### config.mk
export PLATFORM = sky130hd
export DESIGN_NAME = load_use_stall
export DESIGN_NICKNAME = d
export VERILOG_FILES = /design/src/rtl/hz_pkg.sv /design/src/rtl/hz_operand_use.sv /design/src/rtl/hz_collide.sv /design/src/rtl/hz_stall_fsm.sv /design/src/rtl/load_use_stall.sv
export SDC_FILE = /design/constraint.sdc
export NUM_CORES = 1
export LEC_CHECK = 0
export BUFFER_PORTS_ARGS = -buffer_cell sky130_fd_sc_hd__buf_2
export CORE_AREA = 2 2 39 41
export DETAILED_ROUTE_END_ITERATION = 7
export DIE_AREA = 0 0 41 43
export PLACE_DENSITY_LB_ADDON = 0.12
export SLEW_MARGIN = 0
export SYNTH_ARGS = -nofsm -noshare
export SYNTH_HDL_FRONTEND = slang
export SYNTH_SLANG_ARGS = --single-unit
### constraint.sdc
create_clock -name clk -period 1.45 [get_ports clk]
set_input_delay 0.29 -clock clk [delete_from_list [all_inputs] [get_ports clk]]
set_output_delay 0.29 -clock clk [all_outputs]
set_load 0.02 [all_outputs]
### src/rtl/hz_pkg.sv
package hz_pkg;

    typedef enum logic {
        ST_FLOW   = 1'b0,
        ST_BUBBLE = 1'b1
    } hz_state_t;

endpackage

### src/rtl/hz_operand_use.sv
module hz_operand_use #(
    parameter int CTRL_W    = 12,
    parameter int IMM_BIT   = 4,
    parameter int STORE_BIT = 1
) (
    input  logic [CTRL_W-1:0] ctl,
    output logic              rs_read,
    output logic              rt_read
);

    // First source is treated as always read: a conservative choice.
    // The second source is read by register-register forms and by stores.
    always_comb begin
        rs_read = 1'b1;
        rt_read = !ctl[IMM_BIT] || ctl[STORE_BIT];
    end

endmodule

### src/rtl/hz_collide.sv
module hz_collide #(
    parameter int AW   = 5,
    parameter int NSRC = 2
) (
    input  logic [NSRC-1:0][AW-1:0] src,
    input  logic [NSRC-1:0]         src_live,
    input  logic                    ahead_dread,
    input  logic [AW-1:0]           ahead_dst,
    output logic                    collide
);

    logic [NSRC-1:0] hit;
    logic            dst_real;

    assign dst_real = (ahead_dst != '0);

    for (genvar i = 0; i < NSRC; i++) begin : g_src
        assign hit[i] = src_live[i] && (src[i] == ahead_dst);
    end

    assign collide = ahead_dread && dst_real && (|hit);

endmodule

### src/rtl/hz_stall_fsm.sv
module hz_stall_fsm
    import hz_pkg::*;
(
    input  logic clk,
    input  logic rst_n,
    input  logic collide,
    output logic stall,
    output hz_state_t state
);

    hz_state_t state_q, state_d;

    always_ff @(posedge clk) begin
        if (!rst_n) state_q <= ST_FLOW;
        else        state_q <= state_d;
    end

    always_comb begin
        state_d = state_q;
        stall   = 1'b0;
        unique case (state_q)
            ST_FLOW: begin
                if (collide) begin
                    stall   = 1'b1;
                    state_d = ST_BUBBLE;
                end
            end
            ST_BUBBLE: begin
                state_d = ST_FLOW;
            end
            default: state_d = ST_FLOW;
        endcase
    end

    assign state = state_q;

    p_bubble_once_r6: assert property (@(posedge clk) disable iff (!rst_n)
        (state_q == ST_BUBBLE) |=> (state_q == ST_FLOW));

endmodule

### src/rtl/load_use_stall.sv
module load_use_stall
    import hz_pkg::*;
#(
    parameter int AW        = 5,
    parameter int CTRL_W    = 12,
    parameter int IMM_BIT   = 4,
    parameter int STORE_BIT = 1
) (
    input  logic              clk,
    input  logic              rst_n,
    input  logic [AW-1:0]     id_rs,
    input  logic [AW-1:0]     id_rt,
    input  logic [CTRL_W-1:0] id_ctl,
    input  logic              ex_dread,
    input  logic [AW-1:0]     ex_dst,
    output logic              pc_ld_en,
    output logic              ir_ld_en,
    output logic [CTRL_W-1:0] ex_ctl
);

    localparam int NSRC = 2;

    logic                    rs_read, rt_read;
    logic [NSRC-1:0][AW-1:0] srcs;
    logic [NSRC-1:0]         live;
    logic                    collide, stall;
    hz_state_t               state;

    hz_operand_use #(.CTRL_W(CTRL_W), .IMM_BIT(IMM_BIT), .STORE_BIT(STORE_BIT)) u_use (
        .ctl     (id_ctl),
        .rs_read (rs_read),
        .rt_read (rt_read)
    );

    assign srcs = {id_rt, id_rs};
    assign live = {rt_read, rs_read};

    hz_collide #(.AW(AW), .NSRC(NSRC)) u_cmp (
        .src         (srcs),
        .src_live    (live),
        .ahead_dread (ex_dread),
        .ahead_dst   (ex_dst),
        .collide     (collide)
    );

    hz_stall_fsm u_fsm (
        .clk     (clk),
        .rst_n   (rst_n),
        .collide (collide),
        .stall   (stall),
        .state   (state)
    );

    assign pc_ld_en = !stall;
    assign ir_ld_en = !stall;

    for (genvar b = 0; b < CTRL_W; b++) begin : g_bubble
        assign ex_ctl[b] = id_ctl[b] && !stall;
    end

    p_no_load_pass_r1: assert property (@(posedge clk) disable iff (!rst_n)
        !ex_dread |-> (pc_ld_en && ex_ctl == id_ctl));

    p_rs_stall_r2: assert property (@(posedge clk) disable iff (!rst_n)
        (state == ST_FLOW && ex_dread && ex_dst != '0 && ex_dst == id_rs)
        |-> (!pc_ld_en && ex_ctl == '0));

    p_rt_unused_r4: assert property (@(posedge clk) disable iff (!rst_n)
        (ex_dst != id_rs && id_ctl[IMM_BIT] && !id_ctl[STORE_BIT]) |-> pc_ld_en);

    p_zero_dst_r5: assert property (@(posedge clk) disable iff (!rst_n)
        (ex_dst == '0) |-> (pc_ld_en && ex_ctl == id_ctl));

    p_single_stall_r6: assert property (@(posedge clk) disable iff (!rst_n)
        !pc_ld_en |=> pc_ld_en);

    p_enables_agree_r7: assert property (@(posedge clk) disable iff (!rst_n)
        pc_ld_en == ir_ld_en);

endmodule

==> results.py <==
metrics = {
    "pwr": {
        "p_comb_frac": 0.911,
        "power_density_mw_per_mm2": 368,
        "switching_share": 0.393,
        "seqPwrFrac": 0.089,
        "p_int_uw": 197,
        "pwr-share-clk": 0,
        "vdd_ir_drop_max_mv": 0.176,
        "switching_power_uw": 128,
        "leakage_nw": 0.419,
    },
    "cells_and_area": {
        "fin_nets": 119,
        "final_common_cell": "buf_2",
        "mostFrequentLayoutCells": "buf_2 (28), buf_6 (16), xnor2_1 (8), a21boi_4 (8), buf_4 (6)",
        "nFillCells": 115,
        "largest_reg_flops": 1,
        "areaGrowthSynthToFinish_pct": 183,
        "final_cell_area_sq_um": 882,
        "drive_above_1_share": 0.839,
        "antennaDiodeCount": 0,
    },
    "yosys": {
        "ys_types": 18,
        "synth_compound_area_frac": 0.426,
        "synth_fa_ha_area_frac": 0,
        "syn_inst": 37,
        "syn_avg_cell_area_sq_um": 8.42,
        "syn-num-nets": 67,
        "yosys.area_share.simple": 0.141,
        "synthXorXnorAreaFrac": 0.281,
        "netlist_area_sq_um": 312,
        "synth-seq-cells": 1,
        "yosysSeqAreaShare": 0.0643,
        "synth_top_family_by_area": "compound AO/OA/AOI/OAI gates",
        "synth_warnings": 0,
        "muxShareOfSynthArea": 0,
    },
    "cts": {
        "worstSkewPairLatency_ps": 0,
        "clkSlewWorstSetupHoldPaths_ps": 0,
    },
    "placed_design": {
        "dp_hpwl_um": 919,
        "gp_congestion": 0.673,
        "dpl-instance-area_sq_um": 711,
        "io_buffers": 43,
    },
    "outcome": {
        "violations": "negative setup slack",
        "outcome": "finished with violations",
    },
    "flow_run": {
        "maxCapViolCount": 0,
    },
    "setup_path": {
        "cp_cell_sequence": "buf_6 > or4_4 > nor2_4 > nor3b_4 > clkbuf_16 > a21boi_4 > buf_6",
        "critPathMostFrequentCell": "buf_6",
        "arrival_ps": 1550,
        "worstSetupStartpointType": "input port",
        "end_kind": "output port",
        "path_class": "in -> out",
        "required_ps": 1160,
        "path_buf_inv": 3,
        "critPathMaxFanout": 5,
        "cpPeakStageDelay_ps": 530,
        "rrSetupSlack_ps": 330,
        "crit_family": "simple AND/OR/NAND/NOR gates",
        "critical_path.slowest_cell": "or4_4",
    },
    "timing": {
        "finalHoldViolCount": 0,
        "period_needed_ps": 1840,
        "finalSetupViolations": 15,
        "rsz0062_at_grt": "yes",
        "setup_ws_ps": -385,
        "fmax_mhz": 545,
        "fin_crit_sh": 1.27,
        "slew_headroom": 0.787,
        "slew_viol_final": 0,
        "final.setup.tns_ps": -5080,
        "finClkSkew_ps": 0,
        "tightest_slew_ps": 320,
    },
    "die": {
        "coreArea_sq_mm": 0.00138,
        "dieArea_sq_mm": 0.00176,
        "initial_core_util": 0.225,
        "fp.dieH_um": 43,
        "ioPinCount": 44,
        "chipWidth_um": 41,
        "fp-row-count": 14,
    },
    "detailed_routing": {
        "drt_wl_total_um": 1130,
        "via_count": 460,
        "post_drt_wl_per_cell_um": 11.0,
        "first_pass_iters": 2,
        "drc_errors": 0,
        "detail-route-antenna-nets": 0,
        "avgViaCountPerCell": 4.47,
        "initialDrtViolationCount": 1,
    },
    "min_path": {
        "min_path_type": "in -> reg",
    },
    "global_routing": {
        "grt_pass1_vias": 454,
        "grt_start_max_net_pins": 12,
        "grt_antenna_before_repair": 0,
        "overflow": 0,
        "grtUsageTotal": 0.131,
        "grt_pass1_wl_um": 1700,
    },
}
[area by class of cell]
class | instances | area, sq um | share of cell area
sequential | 1 | 20.0 | 0.0227
multi-input combinational | 32 | 408 | 0.462
tap | 16 | 20.0 | 0.0227
inverter | 1 | 3.75 | 0.00426
timing repair buffer | 53 | 430 | 0.488
[kinds of logic after synthesis]
| family | count (synthesis) |
|---|---|
| buf+inv | 4 |
| xor+xnor | 10 |
| simple gates | 8 |
| flops | 1 |
| compound gates | 14 |
[cells in the mapped netlist (all sizes together)]
library cell / count / share of area
a21boi: 11 / 0.36
a21oi: 1 / 0.028
and3: 1 / 0.020
buf: 3 / 0.076
dfxtp: 1 / 0.064
inv: 1 / 0.012
nand2: 2 / 0.024
nand3: 1 / 0.016
nand4: 1 / 0.020
nor2: 1 / 0.012
nor3b: 1 / 0.024
o21ai: 1 / 0.016
o22ai: 1 / 0.020
or4: 1 / 0.024
xnor2: 10 / 0.28
[per-stage QoR]
stage,util,hold WS (ps),setup slack (ps),total power [mW],std cells
2_1_floorplan,-,436,-203,0.168,37
3_3_place_gp,0.514,541,-395,0.264,102
3_5_place_dp,0.514,538,-406,0.267,102
4_1_cts,0.590,558,-368,0.305,102
5_1_grt,0.637,575,-434,0.346,103
6_report,0.637,571,-385,0.325,103
[power groups by stage]
stage | Clock [mW] | Sequential (mW) | Combinational (mW)
2_1_floorplan | 0 | 0.0286 | 0.139
3_3_place_gp | 0 | 0.0288 | 0.235
3_5_place_dp | 0 | 0.0288 | 0.239
4_1_cts | 0 | 0.0288 | 0.277
5_1_grt | 0 | 0.0291 | 0.317
6_report | 0 | 0.0291 | 0.296
[metal layers]
layer / routed length (um) / part of all wire / global-route usage / vias up
met5: 0 / 0 / 0 / -
met2: 668 / 0.59 / 0.275 / 27
met4: 0 / 0 / 0.00667 / 0
li1: - / - / - / 232
met3: 103 / 0.091 / 0.00524 / 0
met1: 356 / 0.32 / 0.131 / 201
[path summary, 6_finish.rpt]
check / startpoint / to / cells after the start
worst max-delay path: ex_dst[1] / ex_ctl[2] / 7
worst min-delay path: rst_n / u_fsm.state / 2
worst max register to register: u_fsm.state / u_fsm.state / 3
worst min register to register: u_fsm.state / u_fsm.state / 3
[timing repair]
item                       4_1_cts  5_1_grt
cloned                           0        1
buffers inserted                 0        0
setup endpoints to repair       15       15
pin swaps                        2        6
hold buffers                     0        0
gates resized for setup         30       10
No activity file was read; power rests on OpenSTA's default activity.
